--- src/rtl/rxfifo_pkg.sv ---
package rxfifo_pkg;
  typedef struct packed {
    logic push;   // move holding word into buffer
    logic pop;    // remove head word
    logic load;   // load holding register
    logic empty;  // buffer has no words
  } strobe_t;
endpackage

--- src/rtl/rxfifo_ctrl.sv ---
module rxfifo_ctrl
  import rxfifo_pkg::*;
#(
  parameter int DEPTH  = 256,
  parameter int ADDR_W = $clog2(DEPTH),
  parameter int CNT_W  = ADDR_W + 1
) (
  input  logic              clk,
  input  logic              rstN,
  input  logic              charValid,
  input  logic              startDet,
  input  logic              rdEn,
  input  logic              clrErr,
  input  logic [1:0]        thrSel,
  output strobe_t           stb,
  output logic              full,
  output logic              empty,
  output logic              holdFull,
  output logic              bidValid,
  output logic [ADDR_W-1:0] bidLevel,
  output logic              overrun
);
  localparam logic [CNT_W-1:0] DepthC = CNT_W'(DEPTH);
  localparam logic [CNT_W-1:0] HalfC  = CNT_W'(DEPTH / 2);
  localparam logic [CNT_W-1:0] TqC    = CNT_W'((DEPTH / 4) * 3);
  localparam logic [CNT_W-1:0] OneC   = CNT_W'(1);

  logic [CNT_W-1:0] fillCnt;
  logic [CNT_W-1:0] cntM1;
  logic [CNT_W-1:0] thrLevel;
  logic             holdV;
  logic             ovrQ;
  logic             isFull, isEmpty, doPop, doPush, ovrSet;

  always_comb begin
    isFull  = (fillCnt == DepthC);
    isEmpty = (fillCnt == '0);
    doPop   = rdEn && !isEmpty;
    doPush  = holdV && (!isFull || doPop);
    ovrSet  = startDet && isFull && holdV && !doPop;
    unique case (thrSel)
      2'd0:    thrLevel = OneC;
      2'd1:    thrLevel = HalfC;
      2'd2:    thrLevel = TqC;
      default: thrLevel = DepthC;
    endcase
    cntM1 = fillCnt - OneC;
  end

  always_ff @(posedge clk) begin
    if (!rstN) begin
      fillCnt <= '0;
      holdV   <= 1'b0;
      ovrQ    <= 1'b0;
    end else begin
      unique case ({doPush, doPop})
        2'b10:   fillCnt <= fillCnt + OneC;
        2'b01:   fillCnt <= fillCnt - OneC;
        default: fillCnt <= fillCnt;
      endcase
      if (charValid)   holdV <= 1'b1;
      else if (doPush) holdV <= 1'b0;
      ovrQ <= (ovrQ && !clrErr) || ovrSet;
    end
  end

  assign stb.push  = doPush;
  assign stb.pop   = doPop;
  assign stb.load  = charValid;
  assign stb.empty = isEmpty;

  assign full     = isFull;
  assign empty    = isEmpty;
  assign holdFull = holdV;
  assign bidValid = !isEmpty && (fillCnt >= thrLevel);
  assign bidLevel = bidValid ? cntM1[ADDR_W-1:0] : '0;
  assign overrun  = ovrQ;
endmodule

--- src/rtl/rxfifo_dp.sv ---
module rxfifo_dp
  import rxfifo_pkg::*;
#(
  parameter int WORD_W = 11,
  parameter int DEPTH  = 256,
  parameter int ADDR_W = $clog2(DEPTH)
) (
  input  logic              clk,
  input  logic              rstN,
  input  strobe_t           stb,
  input  logic [WORD_W-1:0] charIn,
  output logic [WORD_W-1:0] headWord
);
  logic [WORD_W-1:0] mem [DEPTH];
  logic [ADDR_W-1:0] wrPtr, rdPtr;
  logic [WORD_W-1:0] holdReg;
  logic [WORD_W-1:0] lastWord;

  always_ff @(posedge clk) begin
    if (stb.push) mem[wrPtr] <= holdReg;
  end

  always_ff @(posedge clk) begin
    if (!rstN) begin
      wrPtr    <= '0;
      rdPtr    <= '0;
      holdReg  <= '0;
      lastWord <= '0;
    end else begin
      if (stb.push) wrPtr <= wrPtr + ADDR_W'(1);
      if (stb.pop) begin
        rdPtr    <= rdPtr + ADDR_W'(1);
        lastWord <= mem[rdPtr];
      end
      if (stb.load) holdReg <= charIn;
    end
  end

  assign headWord = stb.empty ? lastWord : mem[rdPtr];
endmodule

--- src/rtl/rx_fifo_bid.sv ---
module rx_fifo_bid
  import rxfifo_pkg::*;
#(
  parameter int DATA_W = 8,
  parameter int FLAG_W = 3,
  parameter int DEPTH  = 256,
  localparam int WORD_W = DATA_W + FLAG_W,
  localparam int ADDR_W = $clog2(DEPTH)
) (
  input  logic              clk,
  input  logic              rstN,
  input  logic              charValid,
  input  logic [WORD_W-1:0] charIn,
  input  logic              startDet,
  input  logic              rdEn,
  input  logic              clrErr,
  input  logic [1:0]        thrSel,
  output logic [WORD_W-1:0] headWord,
  output logic              full,
  output logic              empty,
  output logic              holdFull,
  output logic              bidValid,
  output logic [ADDR_W-1:0] bidLevel,
  output logic              overrun
);
  strobe_t stb;

  rxfifo_ctrl #(.DEPTH(DEPTH)) u_ctrl (
    .clk(clk), .rstN(rstN), .charValid(charValid), .startDet(startDet),
    .rdEn(rdEn), .clrErr(clrErr), .thrSel(thrSel), .stb(stb),
    .full(full), .empty(empty), .holdFull(holdFull),
    .bidValid(bidValid), .bidLevel(bidLevel), .overrun(overrun)
  );

  rxfifo_dp #(.WORD_W(WORD_W), .DEPTH(DEPTH)) u_dp (
    .clk(clk), .rstN(rstN), .stb(stb), .charIn(charIn), .headWord(headWord)
  );
endmodule

--- config.mk ---
export PLATFORM = sky130hd
export DESIGN_NAME = rx_fifo_bid
export DESIGN_NICKNAME = d
export VERILOG_FILES = /design/src/rtl/rxfifo_pkg.sv /design/src/rtl/rxfifo_ctrl.sv /design/src/rtl/rxfifo_dp.sv /design/src/rtl/rx_fifo_bid.sv
export SDC_FILE = /design/constraint.sdc
export NUM_CORES = 2
export LEC_CHECK = 0
export BUFFER_PORTS_ARGS = -buffer_cell sky130_fd_sc_hd__buf_2
export CAP_MARGIN = 20
export CORE_MARGIN = 4
export CORE_UTILIZATION = 40
export CTS_BUF_LIST = sky130_fd_sc_hd__clkbuf_8 sky130_fd_sc_hd__clkbuf_16
export CTS_CLUSTER_SIZE = 25
export DETAILED_ROUTE_END_ITERATION = 6
export GPL_TIMING_DRIVEN = 0
export PLACE_DENSITY_LB_ADDON = 0.2
export SETUP_SLACK_MARGIN = 0.5
export SYNTH_ARGS = -nofsm -noshare
export SYNTH_HDL_FRONTEND = slang
export SYNTH_SLANG_ARGS = --single-unit
--- constraint.sdc ---
create_clock -name clk -period 4.3 [get_ports clk]
set_input_delay 0.215 -clock clk [delete_from_list [all_inputs] [get_ports clk]]
set_output_delay 0.215 -clock clk [all_outputs]
set_load 0.01 [all_outputs]
Yosys cells after proc, flatten, opt, wreduce, memory -nomap -nowiden. Memory sizes are Yosys's and may differ from the RTL's. A register that Yosys moved wholly into a read port is not among the register bits. Cells that the tools add are included.

Flip-flop bits (word level): 49. RAM bits: 2816. Input bits: 19. Output and inout port bits: 24. Word-level logic and storage cells: 45. Memories: 1.

Memory list: u_dp.mem (words 256, width 11, read ports 1, clocked after memory_dff 1, wr ports 1, line rxfifo_dp.sv:14) `logic [WORD_W-1:0] mem [DEPTH];`.

Add/subtract/negate cells: 4. $lt $le $gt $ge: 1. Equal/unequal tests: 5. Multiplexer cells: 10. Reductions and logical operators: 17.

Operator list (number): case mux 9 bit (3 select lines) (1); 2-to-1 mux 8 bit (3); case mux 9 bit (2 select lines) (1); adder 8 x 1 -> 8 bit (second input constant) (2); 2-to-1 mux 11 bit (1); adder 9 x 1 -> 9 bit (second input constant) (1); == test 9 bit (second input constant) (1); greater-or-equal comparator 9 bit (1); logical NOT 9 bit (1); subtractor 9 x 1 -> 9 bit (second input constant) (1); logical AND 1 bit (7); == test 2 x 1 -> 1 bit (second input constant) (2); == test 2 bit (second input constant) (2); logical NOT 1 bit (4); 2-to-1 mux 1 bit (4); nonzero test 2 bit (2); logical NOT 2 bit (1); logical OR 1 bit (2).

Depth between registers and ports, before layout.
Depth after elaboration: 7. Depth in mapped cells: 16.

Cells and area by module. A second synthesis with hierarchy kept.

Cell total of the unflattened synthesis: 5254. Area total of the unflattened synthesis: 112265.2 um^2.

By module, submodules not included: rxfifo_dp (times used 1, cells each 5110, area an instance 111072.8 um^2, seq. area each 85482.0 um^2); rxfifo_ctrl (times used 1, cells each 144, area an instance 1192.4 um^2, seq. area each 220.2 um^2).

Worst setup path after synthesis. No wires, ideal clock.

Path type: flip-flop to flip-flop. From: register u_dp.holdReg[0]. To: memory u_dp.mem[0][0] (data pin). Setup time: 0.856 ns. Arrival time: 3.397 ns. Slack: 0.048 ns. Cell stages (with the launch flop): 1. Clock period less this slack: 4.252 ns. Path through: dfxtp_1.

RTL lines: start, declared (line rxfifo_dp.sv:16) `logic [WORD_W-1:0] holdReg;`; start signal, assigned (line rxfifo_dp.sv:35) `if (stb.load) holdReg <= charIn;`; end, declared (line rxfifo_dp.sv:14).

No word-level cell before the write port.

==> results.toml <==
[synth]
yosysUniqueCellTypes = 93
ys.flop_type = "edfxtp_1"
synthTopCellsByCount = "edfxtp_1 (2816), mux4_2 (643), nor2_1 (319), mux2i_1 (194), nand2_1 (167)"
synth_edf_count = 2816
synth_seq_cells = 2873
synth.most_common_cell = "edfxtp_1"
syn_nets = 5349
ys_seq_area_share_pct = 76.50
ys_warn_count = 0
synth_top_area_share_pct = 75.48
synthCells = 5314
yosysTopAreaCell = "edfxtp_1"
syn_area_mm2 = 0.1120
synthTopCellsByArea = "edfxtp_1 (75%), mux4_2 (13%), mux2i_1 (1.7%)"
async_reset_ff_share_pct = 0
postSynthAreaPerCell_um2 = 21.08

[critical_path]
r2r-start = "u_ctrl.fillCnt[4]$_SDFFE_PN0P_"
worstPathArrival_ps = 4350
crit_type = "register to output pin"
regToRegSetupSlack_ps = 350
worstReg2RegEnd = "u_dp.mem[132][2]$_DFFE_PP_"
worst_setup_path_start_kind = "register"
worst-path-max-fanout = 6
cp.required_ps = 4090
crit_path_frequent_cell = "buf_16"
cp_cell_sequence = "buf_8 > buf_16 > buf_16 > buf_16 > buf_4 > mux4_2 > o22ai_1 > nor2_1 > and4_1 > o31ai_4 > buf_12 > o31ai_4 > buf_2"
worstSetupEndpointType = "output pin"
reg2reg_depth = 10
cpMaxStageDelayCell = "mux4_2"
max_stage_delay_ps = 630

[global_routing]
grt_pass1_vias = 61460
grt_pass1_wl_um = 602300
grt_max_degree = 94
grt.total_usage_pct = 31.99
grt_overflow = 0
antenna_found_initial = 51

[pwr]
p_leak_nw = 42.65
ir_worst_vdd_mv = 0.3883
power_density_mw_per_mm2 = 514.4

[status]
status = "complete, but fails checks"
violations = "design-rule violations, negative setup slack"

[timing]
setup_slack_ps = -268.6
period_share_pct = 106.2
worst_slew_pin_slew_ps = 1319
setup_viol = 11
rsz0062_at_grt = "true"
maxSlewViolCount = 0
hold_viol_final = 0
fin_crit_ps = 4569
max_freq_mhz = 218.9
skew_ps = 42.72
maxSlewHeadroom_pct = 11.91

[finish]
multiInputGateArea_mm2 = 0.02642
register_area_mm2 = 0.08575
area_delta_synth_final_pct = 23.61
fin_area_mm2 = 0.1385
layout.nets = 6297
fillers = 22670
drive_gt1_share_pct = 36.38

[detailed_routing]
drt-initial-drc-count = 12040
first_pass_iters = 7
routedWlPerCell_um = 45.76
avgViaCountPerCell = 6.476
via_count = 66340
final_antenna_net_count = 0
drc = 30
finalWirelength_um = 468800

[cts]
root_buffer = "clkbuf_16"
insertion_delay_ps = 880
cts_buffers = 305
h-tree-depth = 5
cts_sinks = 2873
clkTransAtPathRegs_ps = 60
cts_tree = "done"
clk_path_buf_depth = 4

[placed_design]
place_congestion = 0.9737
dp_hpwl_um = 305300
place_ws_ps = -1940
dpl_cell_area_mm2 = 0.1206
port_buffers = 41

[die]
die_area_mm2 = 0.2886
rows = 194
dieWidth_um = 537.2
ios = 43
design.core.area_mm2 = 0.2791
die_h_um = 537.2
start_util_pct = 40.13

[worst_hold_path]
min_from = "charIn[3]"
hold_class = "input port to register"
min_to = "u_dp.holdReg[3]$_SDFFE_PN0P_"
hold_depth = 4

[flow_run]
max_cap_viol_count = 0
==> cells by family (layout without fill, tap and decap cells) <==
group | after synthesis | count (layout) | synth area share, %
buffers and inverters | 335 | 1514 | 1.970
other | 0 | 27 | 0
AO/OA/AOI/OAI | 466 | 466 | 2.918
multiplexers | 878 | 878 | 15.33
flip-flops | 2873 | 2873 | 76.50
adder cells (fa/ha/maj) | 16 | 16 | 0.1787
AND/OR/NAND/NOR | 723 | 723 | 2.926
XOR/XNOR | 23 | 23 | 0.1798
==> cell usage in the layout (no fill, tap or decap), drive strengths merged, types with 9 or more instances in the layout <==
cell type / Yosys / layout
nor2: 320 / 320
a211oi: 15 / 15
dfxtp: 57 / 57
o22ai: 47 / 47
diode: 0 / 27
nand2: 167 / 167
clkinv: 2 / 136
ha: 16 / 16
mux2: 22 / 22
nand3: 40 / 40
and2: 30 / 30
nand2b: 13 / 13
mux4: 662 / 662
inv: 21 / 89
o31ai: 17 / 17
o211ai: 9 / 9
clkbuf: 101 / 409
o221ai: 9 / 9
xnor2: 15 / 15
nand4: 12 / 12
a221oi: 37 / 37
nor2b: 43 / 43
dlygate4sd3: 0 / 18
edfxtp: 2816 / 2816
a31oi: 12 / 12
a22oi: 101 / 101
a21oi: 70 / 70
buf: 211 / 840
and3: 10 / 10
nor3: 38 / 38
o21ai: 73 / 73
mux2i: 194 / 194
bufinv: 0 / 15
or3: 12 / 12
==> final cells by class <==
cell class	count	share of cell area [%]
Sequential cell	2873	61.93
Multi-Input combinational cell	2106	19.08
Clock buffer	315	5.660
Timing Repair Buffer	641	5.180
Buffer	312	3.622
Tap cell	3724	3.365
Clock inverter	223	1.023
Inverter	23	0.09307
Antenna cell	27	0.04879
==> what timing repair did <==
item | CTS | global route
cloned | 4 | 1
setup endpoints to repair | 2255 | 1359
pin swaps | 59 | 43
buffers inserted | 224 | 64
endpoints found under the hold margin | 25 | 0
hold buffers | 18 | 0
resized for setup | 1033 | 219
==> worst max-delay path: cells and delay by family (launching register included) <==
family	cells	cell delay (ps)
AO/OA/AOI/OAI	3	650
buffers and inverters	7	1320
flip-flops	1	330
multiplexers	1	630
AND/OR/NAND/NOR	2	480
==> power by group <==
part | total [mW] | internal [mW] | switching (mW)
clock network | 25.2 | 14.1 | 11.1
logic | 15.0 | 6.01 | 9.02
registers | 31.0 | 30.9 | 0.155
==> worst max-delay path by stage <==
stage / start / endpoint / slack [ps] / cells past startpoint
6_report: register / headWord[5] / -270 / 13
5_1_grt: register / headWord[5] / -220 / 12
4_1_cts: register / headWord[10] / -180 / 15
3_5_place_dp: register / headWord[3] / -1940 / 10
3_3_place_gp: register / headWord[2] / -2830 / 9
2_1_floorplan: u_ctrl.fillCnt[2]$_SDFFE_PN0P_ / u_ctrl.fillCnt[8]$_SDFFE_PN0P_ / 1310 / 14
==> stage by stage <==
step	power (mW)	hold slack (ps)	instances	utilization, %	TNS, ps
after floorplan	37.25	376.0	5314	-	0
after global placement	42.71	457.8	9079	41.88	-2392580
after detailed placement	42.77	455.1	9363	43.19	-205420
after CTS	70.22	104.9	10150	49.03	-1512
after global routing	72.46	146.2	10220	49.59	-1493
final	71.24	133.5	10240	49.61	-1963
==> metal layers <==
metal | share of wire, % | vias to the layer above | track usage (%)
met5 | 0.029 | - | 0
li1 | - | 24160 | -
met1 | 35 | 35220 | 41.23
met2 | 43 | 5653 | 45.49
met4 | 7.9 | 18 | 20.11
met3 | 15 | 1287 | 12.39
==> state kept, by name (all words and copies together), names as in the netlist, named ones only <==
signal / flops
u_dp.lastWord: 11
u_dp.holdReg: 11
u_ctrl.overrun: 1
u_dp.wrPtr: 8
u_dp.rdPtr: 8
u_dp.mem: 2816
u_ctrl.fillCnt: 9
u_ctrl.holdFull: 1
Note: power is estimated with default switching activity, not from simulation.
